### config.mk
export PLATFORM = sky130hd
export DESIGN_NAME = ow_slot_engine
export DESIGN_NICKNAME = d
export VERILOG_FILES = /design/src/rtl/ow_pkg.sv /design/src/rtl/ow_tick_gen.sv /design/src/rtl/ow_bus_sync.sv /design/src/rtl/ow_slot_store.sv /design/src/rtl/ow_seq.sv /design/src/rtl/ow_slot_engine.sv
export SDC_FILE = /design/constraint.sdc
export NUM_CORES = 1
export LEC_CHECK = 0
export ABC_CLOCK_PERIOD_IN_PS = 4640
export BUFFER_PORTS_ARGS = -buffer_cell sky130_fd_sc_hd__buf_2
export CAP_MARGIN = 20
export CORE_AREA = 10 10 281 283
export CTS_BUF_LIST = sky130_fd_sc_hd__clkbuf_8
export CTS_CLUSTER_SIZE = 8
export DETAILED_ROUTE_END_ITERATION = 10
export DIE_AREA = 0 0 291 293
export GPL_ROUTABILITY_DRIVEN = 0
export HOLD_SLACK_MARGIN = 0.15
export PLACE_DENSITY = 0.81
export SYNTH_ARGS = -nofsm -noshare
export SYNTH_HDL_FRONTEND = slang
export SYNTH_SLANG_ARGS = --single-unit
### constraint.sdc
create_clock -name clk_i -period 4.64 [get_ports clk_i]
set_input_delay 0.232 -clock clk_i [delete_from_list [all_inputs] [get_ports clk_i]]
set_output_delay 0.232 -clock clk_i [all_outputs]
set_load 0.01 [all_outputs]
### src/rtl/ow_pkg.sv
package ow_pkg;
  typedef enum logic [1:0] {
    K_W0  = 2'd0,
    K_W1  = 2'd1,
    K_RD  = 2'd2,
    K_RDX = 2'd3
  } ow_kind_e;

  typedef enum logic [1:0] {
    ST_IDLE = 2'd0,
    ST_RST  = 2'd1,
    ST_XFER = 2'd2,
    ST_FIN  = 2'd3
  } ow_state_e;
endpackage

### src/rtl/ow_tick_gen.sv
module ow_tick_gen #(
  parameter int CLK_DIV = 72
) (
  input  logic clk_i,
  input  logic rst_ni,
  input  logic clr_i,
  output logic tick_o
);
  localparam int DW = (CLK_DIV > 2) ? $clog2(CLK_DIV) : 1;
  localparam logic [DW-1:0] DIV_END = DW'(CLK_DIV - 1);

  logic [DW-1:0] div_q;

  always_ff @(posedge clk_i or negedge rst_ni) begin
    if (!rst_ni)              div_q <= '0;
    else if (clr_i || tick_o) div_q <= '0;
    else                      div_q <= div_q + 1'b1;
  end

  assign tick_o = (div_q == DIV_END) && !clr_i;

  // a tick never repeats on consecutive clocks
  a_r1_tick_gap: assert property (@(posedge clk_i) disable iff (!rst_ni)
    tick_o |=> !tick_o);
endmodule

### src/rtl/ow_bus_sync.sv
module ow_bus_sync (
  input  logic clk_i,
  input  logic rst_ni,
  input  logic bus_i,
  output logic rise_o
);
  logic [2:0] s_q;

  always_ff @(posedge clk_i or negedge rst_ni) begin
    if (!rst_ni) s_q <= '1;
    else         s_q <= {s_q[1:0], bus_i};
  end

  assign rise_o = s_q[1] & ~s_q[2];

  // a rise is a single-cycle event
  a_r3_rise_pulse: assert property (@(posedge clk_i) disable iff (!rst_ni)
    rise_o |=> !rise_o);
endmodule

### src/rtl/ow_slot_store.sv
module ow_slot_store #(
  parameter int MAX_SLOTS = 128,
  parameter int SLOT_US   = 80
) (
  input  logic                          clk_i,
  input  logic                          wr_en_i,
  input  logic [$clog2(MAX_SLOTS)-1:0]  wr_addr_i,
  input  logic [1:0]                    wr_kind_i,
  input  logic [$clog2(MAX_SLOTS)-1:0]  kind_idx_i,
  output logic [1:0]                    kind_o,
  input  logic                          cap_we_i,
  input  logic [$clog2(MAX_SLOTS)-1:0]  cap_idx_i,
  input  logic [$clog2(SLOT_US+1)-1:0]  cap_val_i,
  input  logic [$clog2(MAX_SLOTS)-1:0]  rd_addr_i,
  output logic [$clog2(SLOT_US+1)-1:0]  rd_time_o
);
  localparam int TW = $clog2(SLOT_US + 1);

  logic [1:0]    kind_mem [MAX_SLOTS];
  logic [TW-1:0] time_mem [MAX_SLOTS];

  always_ff @(posedge clk_i) begin
    if (wr_en_i) kind_mem[wr_addr_i] <= wr_kind_i;
  end

  always_ff @(posedge clk_i) begin
    if (cap_we_i) time_mem[cap_idx_i] <= cap_val_i;
  end

  assign kind_o    = kind_mem[kind_idx_i];
  assign rd_time_o = time_mem[rd_addr_i];
endmodule

### src/rtl/ow_seq.sv
module ow_seq
  import ow_pkg::*;
#(
  parameter int MAX_SLOTS   = 128,
  parameter int SLOT_US     = 80,
  parameter int W1_LOW_US   = 10,
  parameter int W0_LOW_US   = 70,
  parameter int RD_LOW_US   = 10,
  parameter int RST_LOW_US  = 500,
  parameter int RST_WIN_US  = 1000,
  parameter int PRES_MIN_US = 600
) (
  input  logic                                 clk_i,
  input  logic                                 rst_ni,
  input  logic                                 tick_i,
  input  logic                                 rise_i,
  input  logic                                 start_rst_i,
  input  logic                                 start_xfer_i,
  input  logic [$clog2(MAX_SLOTS+1)-1:0]       count_i,
  input  logic [1:0]                           kind_i,
  output logic [$clog2(MAX_SLOTS)-1:0]         kind_idx_o,
  output logic                                 cap_we_o,
  output logic [$clog2(MAX_SLOTS)-1:0]         cap_idx_o,
  output logic [$clog2(SLOT_US+1)-1:0]         cap_val_o,
  output logic                                 clr_o,
  output logic                                 bus_oe_o,
  output logic                                 done_o,
  output logic                                 presence_o
);
  localparam int IDX_W = $clog2(MAX_SLOTS);
  localparam int CNT_W = $clog2(MAX_SLOTS + 1);
  localparam int TW    = $clog2(SLOT_US + 1);
  localparam int UW    = $clog2((RST_WIN_US > SLOT_US) ? RST_WIN_US : SLOT_US);

  localparam logic [UW-1:0]    SLOT_END = UW'(SLOT_US - 1);
  localparam logic [UW-1:0]    WIN_END  = UW'(RST_WIN_US - 1);
  localparam logic [UW-1:0]    RST_LOW  = UW'(RST_LOW_US);
  localparam logic [UW-1:0]    PRES_MIN = UW'(PRES_MIN_US);
  localparam logic [UW-1:0]    W1_LOW   = UW'(W1_LOW_US);
  localparam logic [UW-1:0]    W0_LOW   = UW'(W0_LOW_US);
  localparam logic [UW-1:0]    RD_LOW   = UW'(RD_LOW_US);
  localparam logic [TW-1:0]    NO_RISE  = TW'(SLOT_US);
  localparam logic [CNT_W-1:0] CNT_MAX  = CNT_W'(MAX_SLOTS);

  ow_state_e        state_q;
  logic [UW-1:0]    us_q;
  logic [IDX_W-1:0] idx_q, last_q;
  logic             cap_seen_q, mode_rst_q;
  logic [UW-1:0]    rst_time_q;
  logic             done_q, pres_q;

  logic             idle, acc_rst, acc_xfer;
  logic [CNT_W-1:0] n_eff;
  logic [UW-1:0]    low_len;
  logic             first_rise, slot_end;

  assign idle     = (state_q == ST_IDLE);
  assign acc_rst  = idle && start_rst_i;
  assign acc_xfer = idle && start_xfer_i && !start_rst_i;
  assign clr_o    = acc_rst || acc_xfer;
  assign n_eff    = (count_i > CNT_MAX) ? CNT_MAX : count_i;

  always_comb begin
    case (kind_i)
      K_W0:    low_len = W0_LOW;
      K_W1:    low_len = W1_LOW;
      default: low_len = RD_LOW;
    endcase
  end

  assign first_rise = (state_q == ST_XFER) && rise_i && !cap_seen_q;
  assign slot_end   = (state_q == ST_XFER) && tick_i && (us_q == SLOT_END);

  assign cap_we_o   = first_rise || (slot_end && !cap_seen_q);
  assign cap_val_o  = first_rise ? us_q[TW-1:0] : NO_RISE;
  assign cap_idx_o  = idx_q;
  assign kind_idx_o = idx_q;

  always_comb begin
    case (state_q)
      ST_RST:  bus_oe_o = (us_q < RST_LOW);
      ST_XFER: bus_oe_o = (us_q < low_len);
      default: bus_oe_o = 1'b0;
    endcase
  end

  always_ff @(posedge clk_i or negedge rst_ni) begin
    if (!rst_ni) begin
      state_q    <= ST_IDLE;
      us_q       <= '0;
      idx_q      <= '0;
      last_q     <= '0;
      cap_seen_q <= 1'b0;
      mode_rst_q <= 1'b0;
      rst_time_q <= '0;
      done_q     <= 1'b0;
      pres_q     <= 1'b0;
    end else begin
      case (state_q)
        ST_IDLE: begin
          if (acc_rst) begin
            state_q    <= ST_RST;
            us_q       <= '0;
            rst_time_q <= '0;
            mode_rst_q <= 1'b1;
            done_q     <= 1'b0;
          end else if (acc_xfer) begin
            state_q    <= (n_eff == '0) ? ST_FIN : ST_XFER;
            us_q       <= '0;
            idx_q      <= '0;
            last_q     <= IDX_W'(n_eff - 1'b1);
            cap_seen_q <= 1'b0;
            mode_rst_q <= 1'b0;
            done_q     <= 1'b0;
          end
        end
        ST_RST: begin
          if (rise_i) rst_time_q <= us_q;  // last rise wins
          if (tick_i) begin
            if (us_q == WIN_END) state_q <= ST_FIN;
            else                 us_q    <= us_q + 1'b1;
          end
        end
        ST_XFER: begin
          if (first_rise) cap_seen_q <= 1'b1;
          if (tick_i) begin
            if (us_q == SLOT_END) begin
              cap_seen_q <= 1'b0;
              us_q       <= '0;
              if (idx_q == last_q) state_q <= ST_FIN;
              else                 idx_q   <= idx_q + 1'b1;
            end else begin
              us_q <= us_q + 1'b1;
            end
          end
        end
        default: begin
          state_q <= ST_IDLE;
          done_q  <= 1'b1;
          if (mode_rst_q) pres_q <= (rst_time_q >= PRES_MIN);
        end
      endcase
    end
  end

  assign done_o     = done_q;
  assign presence_o = pres_q;

  // done holds until a start strobe
  a_r8_done_hold: assert property (@(posedge clk_i) disable iff (!rst_ni)
    (done_q && !start_rst_i && !start_xfer_i) |=> done_q);

  // a reset strobe during a transfer does not start a reset
  a_r9_busy_ignore: assert property (@(posedge clk_i) disable iff (!rst_ni)
    (state_q == ST_XFER && start_rst_i) |=> (state_q != ST_RST));

  // slot boundary advances to the next slot with a fresh timer
  a_r1_slot_step: assert property (@(posedge clk_i) disable iff (!rst_ni)
    (slot_end && idx_q != last_q) |=> (us_q == '0 && idx_q == $past(idx_q) + 1'b1));

  // stored times never exceed the slot length
  a_r4_cap_range: assert property (@(posedge clk_i) disable iff (!rst_ni)
    cap_we_o |-> (cap_val_o <= NO_RISE));

  // bus is released while done is shown
  a_r2_idle_release: assert property (@(posedge clk_i) disable iff (!rst_ni)
    done_q |-> !bus_oe_o);
endmodule

### src/rtl/ow_slot_engine.sv
module ow_slot_engine #(
  parameter int CLK_DIV      = 72,
  parameter int MAX_SLOTS    = 128,
  parameter int SLOT_US      = 80,
  parameter int W1_LOW_US    = 10,
  parameter int W0_LOW_US    = 70,
  parameter int RD_LOW_US    = 10,
  parameter int RST_LOW_US   = 500,
  parameter int RST_WIN_US   = 1000,
  parameter int PRES_MIN_US  = 600,
  parameter int RD_ONE_GT_US = 15,
  localparam int IDX_W = $clog2(MAX_SLOTS),
  localparam int CNT_W = $clog2(MAX_SLOTS + 1),
  localparam int TW    = $clog2(SLOT_US + 1)
) (
  input  logic             clk_i,
  input  logic             rst_ni,
  input  logic             wr_en_i,
  input  logic [IDX_W-1:0] wr_addr_i,
  input  logic [1:0]       wr_kind_i,
  input  logic [CNT_W-1:0] count_i,
  input  logic             start_rst_i,
  input  logic             start_xfer_i,
  input  logic [IDX_W-1:0] rd_addr_i,
  output logic [TW-1:0]    rd_time_o,
  output logic             rd_bit_o,
  output logic             done_o,
  output logic             presence_o,
  output logic             bus_oe_o,
  input  logic             bus_i
);
  localparam logic [TW-1:0] RD_ONE_GT = TW'(RD_ONE_GT_US);

  logic             tick, rise, clr;
  logic [IDX_W-1:0] kind_idx, cap_idx;
  logic [1:0]       kind;
  logic             cap_we;
  logic [TW-1:0]    cap_val;

  ow_tick_gen #(.CLK_DIV(CLK_DIV)) u_tick (
    .clk_i, .rst_ni, .clr_i(clr), .tick_o(tick)
  );

  ow_bus_sync u_sync (
    .clk_i, .rst_ni, .bus_i, .rise_o(rise)
  );

  ow_slot_store #(.MAX_SLOTS(MAX_SLOTS), .SLOT_US(SLOT_US)) u_store (
    .clk_i,
    .wr_en_i, .wr_addr_i, .wr_kind_i,
    .kind_idx_i(kind_idx), .kind_o(kind),
    .cap_we_i(cap_we), .cap_idx_i(cap_idx), .cap_val_i(cap_val),
    .rd_addr_i, .rd_time_o
  );

  ow_seq #(
    .MAX_SLOTS(MAX_SLOTS), .SLOT_US(SLOT_US),
    .W1_LOW_US(W1_LOW_US), .W0_LOW_US(W0_LOW_US), .RD_LOW_US(RD_LOW_US),
    .RST_LOW_US(RST_LOW_US), .RST_WIN_US(RST_WIN_US), .PRES_MIN_US(PRES_MIN_US)
  ) u_seq (
    .clk_i, .rst_ni,
    .tick_i(tick), .rise_i(rise),
    .start_rst_i, .start_xfer_i, .count_i,
    .kind_i(kind), .kind_idx_o(kind_idx),
    .cap_we_o(cap_we), .cap_idx_o(cap_idx), .cap_val_o(cap_val),
    .clr_o(clr), .bus_oe_o, .done_o, .presence_o
  );

  assign rd_bit_o = (rd_time_o > RD_ONE_GT);
endmodule

==> results.md <==
- Outcome: complete, no violations
- Final period utilization: 0.9609
- Final Skew: 0.03903 ns
- Pre-antenna DRT Iters: 9
- CTS tree: yes
- Core Util, Final: 0.7156
- Crit start category: register
- Ports: 41
- Layout Nets: 2824
- DRT iter0 DRCs: 3191
- Complex-gate fraction of the synthesized area: 0.03360
- Routed wire length: 107.9 mm
- Slew Limit Fails: 0
- Die Wd: 291 um
- Hold/Removal Path Class: input port to register
- Yosys warnings: 0
- Post-synth EDFFs: 1152
- H-tree depth: 4
- Sum Neg Setup Slack: 0 ns
- Fmax: 224.3 MHz
- LEAKAGE: 16.78 nW
- Largest net degree at the start of global routing: 129
- Commonest non-fill, non-tap cell in the layout: edfxtp_1
- Netlist cell types: 76
- TritonCTS Buffers: 182
- Initial antenna violation count: 1
- Reg-to-reg slack, setup: 1.15 ns
- Placed cell areas: 48930 um2
- Clk pwr share: 0.349
- Net Switching: 0.005064 W
- Reg-to-Reg End: u_store.time_mem[43][1]
- Clock sinks: 1199
- Worst reg2reg path startpoint: u_tick.div_q[0]
- CP required: 4.41 ns
- Hold path cells: 2
- Post-synth ARST share: 0.03920
- HPWL after detailed placement: 66.20 mm
- Vias in the first global route: 26090
- Clk slew on worst S/H paths: 0.06 ns
- Starting density of the core: 0.6438
- Peak VDD IR: 0.3440 mV
- Post-synth net total: 2582
- Met1 Use GR: 0.3414
- Setup slack at placement: 0.6095 ns
- CP Class: register to output pin
- M2 GR Usage: 0.4130
- Post-route setup slack: 0.1815 ns
- Worst Reg-to-Reg Cells: 8
- CP arrival: 4.23 ns
- Drt drc: 0
- Crit-path max FO: 7
- Register area share after synthesis: 0.7553
- Ys flop type: edfxtp_1
- Sequential share of power: 0.559
- Least-Margin Pin Slew: 1.100 ns
- Die area: 85260 um2
- Crit path time final: 4.459 ns
- Final hold vios: 0
- Layout area overhead: 11.16%
- Post-synthesis adder-cell area fraction: 0.002906
- Main combinational cell family by area after synthesis: multiplexers
- Synthesized area: 47370 um2
- Crit end category: output pin
- First-pass GRT wire length: 163.9 mm
- Remaining antenna violation count: 0
- Simple logic cell fraction of the synthesized area: 0.05841
- Via-per-instance ratio: 6.664
- Port Buf Inserts: 40
- Worst-Skew Late Latency: 0.84 ns
- CTS root buf: clkbuf_8
- CP startpoint: u_seq.cap_idx_o[1]
- Xor and xnor area share after synthesis: 0.003698
- Layout cell share with drive strength beyond 1: 0.2211
- Cell area after layout: 52650 um2
- Total core area: 73570 um2
- Final setup violation count: 0
- Height of the chip: 293 um
- PwrDens: 408.2 nW/um2
- CP Capture Point: bus_oe_o
- Combinational share of power: 0.091
- Rel. slew slack: 0.2643
- Tot GR Track Use: 0.2545
- Int Power: 0.01643 W
- Gr ovfl total: 0
- Placed Instances: 3511
- Cells after synthesis: 2541
- Met3 Use GR: 0.05307
- Mux cell area share after synthesis: 0.1310
- Most frequent cells in the layout: edfxtp_1 (1152), nor2_1 (313), mux4_2 (242), clkbuf_8 (186), o21ai_0 (122)
- Busiest grt layer: met2
- Rows: 100
- DR WL/cell: 27.96 um
- Syn_area_per_cell: 18.64 um2
- Yosys reg bits: 1199
- CTS max path bufs: 3
- Max Cap Violations: 0
- Routed vias: 25720
- Layout Cells excl Fill: 3860
- RSZ-0062 raised after global routing: true
- Sw Ratio: 0.2356
==> kinds of logic (layout without fill, tap and decap cells) <==
| family | Yosys count | count (layout) |
|---|---|---|
| compound gates | 258 | 258 |
| xor+xnor | 20 | 20 |
| fa+ha+maj | 11 | 11 |
| buf+inv | 142 | 491 |
| flops | 1199 | 1199 |
| mux | 303 | 303 |
| other cells | 0 | 1 |
| simple gates | 608 | 608 |
==> worst min-delay path by stage <==
| stage | from | to |
|---|---|---|
| 2_1_floorplan | rst_ni | u_seq.cap_idx_o[0] |
| 3_3_place_gp | u_sync.s_q[0] | u_sync.s_q[1] |
| 3_5_place_dp | u_sync.s_q[0] | u_sync.s_q[1] |
| 4_1_cts | rst_ni | u_seq.done_o |
| 5_1_grt | wr_kind_i[0] | u_store.kind_mem[50][0] |
| 6_report | wr_kind_i[0] | u_store.kind_mem[54][0] |
==> power groups by stage <==
| stage | registers [W] | logic (W) | clock network [W] |
|---|---|---|---|
| after floorplan | 0.0122 | 0.00116 | 0 |
| after global placement | 0.0122 | 0.00164 | 0 |
| after detailed placement | 0.0123 | 0.00171 | 0 |
| after CTS | 0.0120 | 0.00186 | 0.00757 |
| after global routing | 0.0120 | 0.00211 | 0.00807 |
| final | 0.0120 | 0.00197 | 0.00751 |
==> timing repair <==
item                                    4_1_cts  5_1_grt
endpoints found under the setup margin        1        1
setup buffers                                 6       11
gates resized for setup                      17        9
hold buffers                                 36        1
pin swaps                                     4        4
hold endpoints to repair                    279       19
==> final cells by class <==
cell class              instances  area (um2)
diodes                          1       2.502
well taps                     969        1212
multi-input cells            1200       11010
inverters                      13       48.80
repair buffers                187        1568
clock buffers                 186        2560
flip-flops and latches       1199       35780
clock inverters               105       473.0
fillers                      4164       20920
==> critical path, cell delays in order (launching register included) <==
cell,delay [ns]
dfrtp_4,0.50
buf_8,0.16
nor3b_4,0.24
buf_4,0.20
a21oi_1,0.09
nand3_1,0.13
nor4_1,0.07
o311a_1,0.31
o311ai_1,0.23
buf_4,0.19
o221a_4,0.21
ha_4,0.20
a21oi_2,0.12
nor2b_1,0.06
o41ai_2,0.18
nand4b_1,0.16
a21oi_2,0.18
buf_2,0.16
==> registers in the layout, indices dropped and copies added (netlist names) <==
signal	flops
u_sync.s_q	3
u_seq.cap_idx_o	7
u_store.kind_mem	256
u_seq.presence_o	1
u_seq.us_q	10
u_seq.rst_time_q	7
u_seq.cap_seen_q	1
u_seq.last_q	7
u_tick.div_q	7
u_store.time_mem	896
u_seq.mode_rst_q	1
u_seq.state_q	2
u_seq.done_o	1
==> Yosys cell counts (8+ instances only) <==
master,count,area (um2)
edfxtp_1,1152,34590
nor2_1,313,1175
mux4_2,242,5450
o21ai_0,122,610.6
nand2_1,93,349.1
clkbuf_1,57,214.0
dfrtp_1,44,1101
mux2i_1,42,420.4
nand3_1,39,195.2
nor3_1,35,175.2
buf_2,30,150.1
nand4_1,28,175.2
a21oi_1,27,135.1
nor2b_1,27,168.9
a22oi_1,23,172.7
buf_1,18,67.56
a211oi_1,16,120.1
buf_6,15,168.9
and2_1,12,75.07
inv_1,12,45.04
nand2b_1,12,75.07
ha_1,11,137.6
mux2_2,11,123.9
xor2_1,11,96.34
a22o_1,10,87.58
buf_4,9,67.56
xnor2_1,9,78.83
mux4_1,8,210.2
==> layer usage <==
| layer | part of all wire | vias up | wire, um |
|---|---|---|---|
| met4 | 0.034 | 0 | 3669 |
| met5 | 0 | - | 0 |
| met2 | 0.50 | 1653 | 54450 |
| li1 | - | 10690 | - |
| met3 | 0.10 | 288 | 10760 |
| met1 | 0.36 | 13100 | 39040 |
==> metrics by stage <==
| step | total power [W] | hold WS (ns) |
|---|---|---|
| after floorplan | 0.01339 | -0.06359 |
| after global placement | 0.01388 | 0.3478 |
| after detailed placement | 0.01397 | 0.3489 |
| after CTS | 0.02146 | 0.1549 |
| after global routing | 0.02221 | 0.3350 |
| final | 0.02149 | 0.3425 |
Power figures use the tool's default switching activity.
